[config.mk]
export PLATFORM = sky130hd
export DESIGN_NAME = audio_serial_rx
export DESIGN_NICKNAME = d
export VERILOG_FILES = /design/src/rtl/asrx_pkg.sv /design/src/rtl/asrx_clkgen.sv /design/src/rtl/asrx_front.sv /design/src/rtl/asrx_deframe.sv /design/src/rtl/audio_serial_rx.sv
export SDC_FILE = /design/constraint.sdc
export NUM_CORES = 1
export LEC_CHECK = 0
export ABC_AREA = 1
export ABC_CLOCK_PERIOD_IN_PS = 5500
export BUFFER_PORTS_ARGS = -buffer_cell sky130_fd_sc_hd__buf_2
export CELL_PAD_IN_SITES_DETAIL_PLACEMENT = 0
export CELL_PAD_IN_SITES_GLOBAL_PLACEMENT = 2
export CORE_MARGIN = 2
export CORE_UTILIZATION = 35
export CTS_CLUSTER_DIAMETER = 60
export DETAILED_ROUTE_END_ITERATION = 12
export PLACE_DENSITY = 0.8
export SLEW_MARGIN = 20
export SYNTH_ARGS = -nofsm -noshare
export SYNTH_HDL_FRONTEND = slang
export SYNTH_SLANG_ARGS = --single-unit
export TNS_END_PERCENT = 1
[constraint.sdc]
create_clock -name clk -period 5.5 [get_ports clk]
set_clock_uncertainty 0.1 [all_clocks]
set_input_delay 0 -clock clk [delete_from_list [all_inputs] [get_ports clk]]
set_output_delay 0 -clock clk [all_outputs]
set_load 0.01 [all_outputs]
[src/rtl/asrx_pkg.sv]
package asrx_pkg;
  localparam int unsigned OUT_W = 20;
  localparam int unsigned NB_W  = 5;

  typedef struct packed {
    logic bclk;
    logic ws;
    logic sd;
  } serial_t;

  // resolution code to kept bit count (wider words are cut to OUT_W)
  function automatic logic [NB_W-1:0] kept_bits(input logic [1:0] code);
    case (code)
      2'd0:    return NB_W'(16);
      2'd1:    return NB_W'(18);
      default: return NB_W'(OUT_W);
    endcase
  endfunction
endpackage

[src/rtl/asrx_clkgen.sv]
module asrx_clkgen #(
  parameter int unsigned DIV_LO     = 4,
  parameter int unsigned DIV_HI     = 6,
  parameter int unsigned FRAME_BITS = 64
) (
  input  logic clk,
  input  logic rst_n,
  input  logic en,
  input  logic sel_hi,
  output logic bclk_o,
  output logic ws_o
);
  localparam int unsigned DIV_W = $clog2(DIV_HI);
  localparam int unsigned BC_W  = $clog2(FRAME_BITS);

  logic [DIV_W-1:0] mc_q, mc_d, last_cnt, half_cnt;
  logic [BC_W-1:0]  bc_q, bc_d;
  logic             bclk_q, bclk_d, ws_q, ws_d;

  always_comb begin
    last_cnt = sel_hi ? DIV_W'(DIV_HI - 1) : DIV_W'(DIV_LO - 1);
    half_cnt = sel_hi ? DIV_W'(DIV_HI / 2) : DIV_W'(DIV_LO / 2);
    mc_d     = mc_q;
    bc_d     = bc_q;
    bclk_d   = bclk_q;
    ws_d     = ws_q;
    if (!en) begin
      mc_d   = '0;
      bc_d   = '0;
      bclk_d = 1'b0;
      ws_d   = 1'b0;
    end else begin
      mc_d   = (mc_q >= last_cnt) ? '0 : mc_q + 1'b1;
      bclk_d = (mc_d >= half_cnt);
      if (mc_d == '0) begin
        bc_d = bc_q + 1'b1;
        ws_d = bc_d[BC_W-1];
      end
    end
  end

  always_ff @(posedge clk or negedge rst_n) begin
    if (!rst_n) begin
      mc_q   <= '0;
      bc_q   <= '0;
      bclk_q <= 1'b0;
      ws_q   <= 1'b0;
    end else begin
      mc_q   <= mc_d;
      bc_q   <= bc_d;
      bclk_q <= bclk_d;
      ws_q   <= ws_d;
    end
  end

  assign bclk_o = bclk_q;
  assign ws_o   = ws_q;
endmodule

[src/rtl/asrx_front.sv]
module asrx_front #(
  parameter int unsigned N_PORTS = 2,
  parameter int unsigned STAGES  = 2
) (
  input  logic                       clk,
  input  logic                       rst_n,
  input  logic [$clog2(N_PORTS)-1:0] port_sel,
  input  logic                       master,
  input  logic                       gen_bclk,
  input  logic                       gen_ws,
  input  logic [N_PORTS-1:0]         bclk_in,
  input  logic [N_PORTS-1:0]         ws_in,
  input  logic [N_PORTS-1:0]         sd_in,
  output logic                       bit_stb,
  output logic                       ws_s,
  output logic                       sd_s
);
  import asrx_pkg::*;

  serial_t raw;
  serial_t chain_q [STAGES];
  logic    prev_bclk_q;

  always_comb begin
    raw.sd   = sd_in[port_sel];
    raw.bclk = master ? gen_bclk : bclk_in[port_sel];
    raw.ws   = master ? gen_ws   : ws_in[port_sel];
  end

  for (genvar s = 0; s < STAGES; s++) begin : g_sync
    always_ff @(posedge clk or negedge rst_n) begin
      if (!rst_n) chain_q[s] <= '0;
      else        chain_q[s] <= (s == 0) ? raw : chain_q[(s == 0) ? 0 : s - 1];
    end
  end

  always_ff @(posedge clk or negedge rst_n) begin
    if (!rst_n) prev_bclk_q <= 1'b0;
    else        prev_bclk_q <= chain_q[STAGES-1].bclk;
  end

  assign bit_stb = chain_q[STAGES-1].bclk & ~prev_bclk_q;
  assign ws_s    = chain_q[STAGES-1].ws;
  assign sd_s    = chain_q[STAGES-1].sd;
endmodule

[src/rtl/asrx_deframe.sv]
module asrx_deframe #(
  parameter int unsigned CNT_W = 6
) (
  input  logic                        clk,
  input  logic                        rst_n,
  input  logic                        bit_stb,
  input  logic                        ws,
  input  logic                        sd,
  input  logic                        fmt_rj,
  input  logic                        alt,
  input  logic [1:0]                  res,
  output logic [asrx_pkg::OUT_W-1:0]  left_o,
  output logic [asrx_pkg::OUT_W-1:0]  right_o,
  output logic                        valid_o
);
  import asrx_pkg::*;

  localparam int unsigned HIST_W = OUT_W + 2;

  logic [NB_W-1:0]   nbits;
  logic [HIST_W-1:0] hist;
  logic [OUT_W-1:0]  rj_src, rj_word, word;
  logic [HIST_W-2:0] hist_q, hist_d;
  logic [OUT_W-1:0]  acc_q, acc_d, lhold_q, lhold_d;
  logic [OUT_W-1:0]  left_q, left_d, right_q, right_d;
  logic [CNT_W-1:0]  cnt_q, cnt_d;
  logic              ws_q, ws_d, locked_q, locked_d, hl_q, hl_d, valid_q, valid_d;
  logic              ws_edge;
  int                idx;

  always_comb begin
    nbits   = kept_bits(res);
    hist    = {hist_q, sd};
    rj_src  = alt ? hist[OUT_W+1:2] : hist[OUT_W:1];
    rj_word = rj_src << (OUT_W - nbits);
    ws_edge = bit_stb && (ws != ws_q);
    word    = fmt_rj ? rj_word : acc_q;
    idx     = int'(cnt_q) + 1 - (alt ? 0 : 1);
    hist_d  = hist_q;
    acc_d   = acc_q;
    cnt_d   = cnt_q;
    ws_d    = ws_q;
    locked_d = locked_q;
    hl_d    = hl_q;
    lhold_d = lhold_q;
    left_d  = left_q;
    right_d = right_q;
    valid_d = 1'b0;
    if (bit_stb) begin
      hist_d = hist[HIST_W-2:0];
      if (ws_edge) begin
        ws_d     = ws;
        locked_d = 1'b1;
        cnt_d    = '0;
        acc_d    = '0;
        if (alt) acc_d[OUT_W-1] = sd;
        if (locked_q) begin
          if (!ws_q) begin
            lhold_d = word;
            hl_d    = 1'b1;
          end else if (hl_q) begin
            left_d  = lhold_q;
            right_d = word;
            valid_d = 1'b1;
          end
        end
      end else begin
        if (cnt_q != '1) cnt_d = cnt_q + 1'b1;
        if (cnt_q != '1 && idx >= 0 && idx < int'(nbits))
          acc_d[OUT_W-1-idx] = sd;
      end
    end
  end

  always_ff @(posedge clk or negedge rst_n) begin
    if (!rst_n) begin
      hist_q   <= '0;
      acc_q    <= '0;
      cnt_q    <= '0;
      ws_q     <= 1'b0;
      locked_q <= 1'b0;
      hl_q     <= 1'b0;
      lhold_q  <= '0;
      left_q   <= '0;
      right_q  <= '0;
      valid_q  <= 1'b0;
    end else begin
      valid_q <= valid_d;
      if (bit_stb) begin
        hist_q   <= hist_d;
        acc_q    <= acc_d;
        cnt_q    <= cnt_d;
        ws_q     <= ws_d;
        locked_q <= locked_d;
        hl_q     <= hl_d;
        lhold_q  <= lhold_d;
        left_q   <= left_d;
        right_q  <= right_d;
      end
    end
  end

  assign left_o  = left_q;
  assign right_o = right_q;
  assign valid_o = valid_q;
endmodule

[src/rtl/audio_serial_rx.sv]
module audio_serial_rx #(
  parameter int unsigned SYNC_STAGES = 2,
  parameter int unsigned DIV_LO      = 4,
  parameter int unsigned DIV_HI      = 6,
  parameter int unsigned FRAME_BITS  = 64
) (
  input  logic        clk,
  input  logic        rst_n,
  input  logic        cfg_port_sel,
  input  logic        cfg_master,
  input  logic        cfg_mclk384,
  input  logic        cfg_rj,
  input  logic        cfg_alt,
  input  logic [1:0]  cfg_res,
  input  logic [1:0]  bclk_in,
  input  logic [1:0]  ws_in,
  input  logic [1:0]  sd_in,
  output logic        bclk_out,
  output logic        ws_out,
  output logic [19:0] left_out,
  output logic [19:0] right_out,
  output logic        sample_valid
);
  logic [1:0] rst_pipe_q;
  logic       rst_core_n;
  logic       gen_bclk, gen_ws, bit_stb, ws_s, sd_s;

  always_ff @(posedge clk or negedge rst_n) begin
    if (!rst_n) rst_pipe_q <= '0;
    else        rst_pipe_q <= {rst_pipe_q[0], 1'b1};
  end
  assign rst_core_n = rst_pipe_q[1];

  asrx_clkgen #(
    .DIV_LO(DIV_LO), .DIV_HI(DIV_HI), .FRAME_BITS(FRAME_BITS)
  ) u_clkgen (
    .clk(clk), .rst_n(rst_core_n), .en(cfg_master), .sel_hi(cfg_mclk384),
    .bclk_o(gen_bclk), .ws_o(gen_ws)
  );

  asrx_front #(.N_PORTS(2), .STAGES(SYNC_STAGES)) u_front (
    .clk(clk), .rst_n(rst_core_n), .port_sel(cfg_port_sel), .master(cfg_master),
    .gen_bclk(gen_bclk), .gen_ws(gen_ws), .bclk_in(bclk_in), .ws_in(ws_in),
    .sd_in(sd_in), .bit_stb(bit_stb), .ws_s(ws_s), .sd_s(sd_s)
  );

  asrx_deframe #(.CNT_W($clog2(FRAME_BITS))) u_deframe (
    .clk(clk), .rst_n(rst_core_n), .bit_stb(bit_stb), .ws(ws_s), .sd(sd_s),
    .fmt_rj(cfg_rj), .alt(cfg_alt), .res(cfg_res),
    .left_o(left_out), .right_o(right_out), .valid_o(sample_valid)
  );

  assign bclk_out = gen_bclk;
  assign ws_out   = gen_ws;
endmodule

==> metrics <==
row count=50; Detail Route Antenna Nets=0; Sw Ratio=41.1%; critical path start-end classification=reg -> reg; routability cong.=0.783; Starting Density=35.9%; Synth Flop Type=dfrtp_1; DR WL/cell=14.4 um; Yosys cell types=37; final setup vio count=0; CTS Buffer Depth=2; gr ovfl total=0; commonest cells in the netlist=nand2_1 (277), dfrtp_1 (130), o21ai_0 (104); DP Cell Count=1146; Peak VDD IR=0.230 mV; number of port buffers=57; Power, Total=4.07 mW; Synth Warn #=0; Combinational Power Share=37.9%; Die Y=143 um; worst slew pin tran=0.862 ns; dpl cell area=7210 um2; Sink Count=130; period utilization=58.6%; Post-Syn Area per Cell=7.63 um2; Synth Instances=883; Post-synth EDFFs=0; Leak Pwr=4.06 nW; DR pass1 iterations=5; clk_lat worst skew=0.42 ns; f_max=310 MHz; first-pass GRT wire length=28.6 mm; Power Internal=2.40 mW; Final Max Tran Viols=0; Detail Placement HPWL=12.1 mm; ant diodes=0; final std cells w/o fill=1191; initial antenna violation count=1; Crit Path Max Fanout=18; maximum capacitance violations=0; Clk pwr share=26.3%; synth top area cells=dfrtp_1 (48%), nand2_1 (15%), o21ai_0 (7.7%), inv_1 (5.6%), nor2_1 (4.3%); cell area after layout=7920 um2; top cell type by total area after synthesis=dfrtp_1; fin crit period=3.23 ns; final hold vios=0; die width=143 um; Via density=4.79; Syn Std Cell Area=6740 um2; share of cells above drive strength 1=13.4%; clock-pin slew on the worst setup and hold paths=0.06 ns; Starting DRT DRC Count=258; Die ar.=20400 um2; status=complete, no violations; drt total wl=17.2 mm; Arr. time, crit path=3.42 ns; Slew HR=42.4%; switching power=1.67 mW; leading cell type by number of instances after synthesis=nand2_1; Total GRT Usage=18.0%; largest net degree at the start of global routing=81; total number of vias=5702; Yosys top cell area share=48.3%; register area=3260 um2; #FFs+latches synth=130; Sequential Power Share=35.8%; required time worst endpoint=5.69 ns; Fin Setup TNS=0 ns; Hold WC Path Type=in -> reg; PD cells=515 nW/um2; TritonCTS Buffers=17; unrepaired setup endpoints after global routing=no; clock tree from TritonCTS=done; P&R area growth vs syn=17.5%; Worst setup SP type=register; filler instances=1988; share of synthesized flip-flops with an asynchronous set or reset=100%; CP endpoint kind=register; CORE AREA=18800 um2; Post-CTS Setup Inserts=0; CTS root buffer=clkbuf_16; H-tree Lvls=4; PostCTS Resize Cnt=0; number of global-route vias before repair=5473; Layout Nets=972; Finished Core Util=42.2%; Seq/Total Area, Yosys=48.3%; syn_nets=910; multi-input logic area=2920 um2; IO Count=58; DRC=0
timing repair:
item,CTS,global route
endpoints found under the setup margin,0,0
endpoints found under the hold margin,15,0
hold buffers,13,0
power groups by stage:
stage / registers (mW) / logic (mW) / clock network [mW]
finish: 1.46 / 1.54 / 1.07
global route: 1.50 / 1.79 / 1.14
CTS: 1.47 / 1.55 / 1.10
detailed placement: 1.48 / 1.54 / 0
global placement: 1.48 / 1.53 / 0
floorplan: 1.51 / 1.06 / 0
path summary, 6_finish.rpt:
check                      depth (start not counted)  slack [ns]                               end                            from
setup / recovery                                  19        2.27    u_deframe.acc_q[5]$_DFFE_PN0P_  u_deframe.cnt_q[0]$_DFFE_PN0P_
hold / removal                                     3        0.03  u_deframe.lhold_q[6]$_DFFE_PN0P_                          cfg_rj
setup reg to reg                                  19        2.27    u_deframe.acc_q[5]$_DFFE_PN0P_  u_deframe.cnt_q[0]$_DFFE_PN0P_
hold reg to reg                                    0        0.20  u_deframe.hist_q[12]$_DFFE_PN0P_         rst_pipe_q[1]$_DFF_PN0_
max in group asynchronous                          1        4.10  u_deframe.left_o[17]$_DFFE_PN0P_         rst_pipe_q[1]$_DFF_PN0_
min in group asynchronous                          0        0.20  u_deframe.hist_q[12]$_DFFE_PN0P_         rst_pipe_q[1]$_DFF_PN0_
layer usage:
layer / share of wire, % / track usage, %
met2: 45 / 28.3
met3: 3.1 / 2.82
met1: 50 / 25.2
met5: 0.070 / 0
met4: 1.6 / 6.20
layout make-up:
type / count / share of cell area (%)
clock inverters: 11 / 1.34
flip-flops and latches: 130 / 41.1
well taps: 234 / 3.70
repair buffers: 75 / 5.97
multi-input cells: 608 / 36.8
clock buffers: 20 / 5.64
inverters: 113 / 5.37
flip-flops by register name, indices dropped and copies added (netlist names), 2 cells and up:
register / cells
u_deframe.acc_q: 20
rst_pipe_q: 2
u_deframe.cnt_q: 6
u_deframe.left_o: 20
u_clkgen.bc_q: 5
u_deframe.right_o: 20
u_front.chain_q: 4
u_deframe.hist_q: 21
u_deframe.lhold_q: 20
u_clkgen.mc_q: 3
kinds of logic after synthesis:
| kind of cell | count (synthesis) | share of synthesized area (%) |
|---|---|---|
| XOR/XNOR | 3 | 0.390 |
| multiplexers | 2 | 0.297 |
| AO/OA/AOI/OAI | 149 | 12.2 |
| adder cells (fa/ha/maj) | 12 | 2.23 |
| buffers and inverters | 145 | 8.43 |
| other | 1 | 0.0557 |
| flip-flops | 130 | 48.3 |
| AND/OR/NAND/NOR | 441 | 28.1 |
worst max-delay path, cell delays in order, from the launching register on:
cell	delay [ns]
dfrtp_1	0.46
ha_1	0.31
inv_1	0.06
ha_1	0.21
inv_1	0.11
nor2_4	0.05
nand2_1	0.10
inv_1	0.05
nand3_1	0.09
inv_1	0.05
ha_1	0.33
inv_1	0.08
nor3_1	0.17
nand2_1	0.06
nor2_1	0.08
nand2_1	0.07
nand2_2	0.27
nand3_1	0.20
nor3_1	0.17
nor2_1	0.07
per-stage QoR:
stage | worst slack, ns | hold WS (ns)
floorplan | 1.51 | -0.396
global placement | 2.31 | -0.314
detailed placement | 2.28 | -0.313
CTS | 2.27 | 0.0141
global route | 1.85 | 0.0814
finish | 2.27 | 0.0307
cells in the final DEF (no fill, tap or decap), types with 5 or more instances in the layout:
| cell type | n |
|---|---|
| nor2_1 | 78 |
| o21ai_0 | 104 |
| o22ai_1 | 8 |
| inv_1 | 101 |
| dlygate4sd3_1 | 13 |
| nand3_1 | 32 |
| nor3_1 | 11 |
| a21oi_1 | 14 |
| dfrtp_1 | 129 |
| clkbuf_16 | 17 |
| inv_2 | 10 |
| nand2_2 | 8 |
| o221ai_1 | 10 |
| nand3_2 | 5 |
| nand4_1 | 18 |
| buf_2 | 57 |
| ha_1 | 12 |
| nand2_1 | 277 |
| o21ai_1 | 5 |
(Power assumes the default switching activity.)
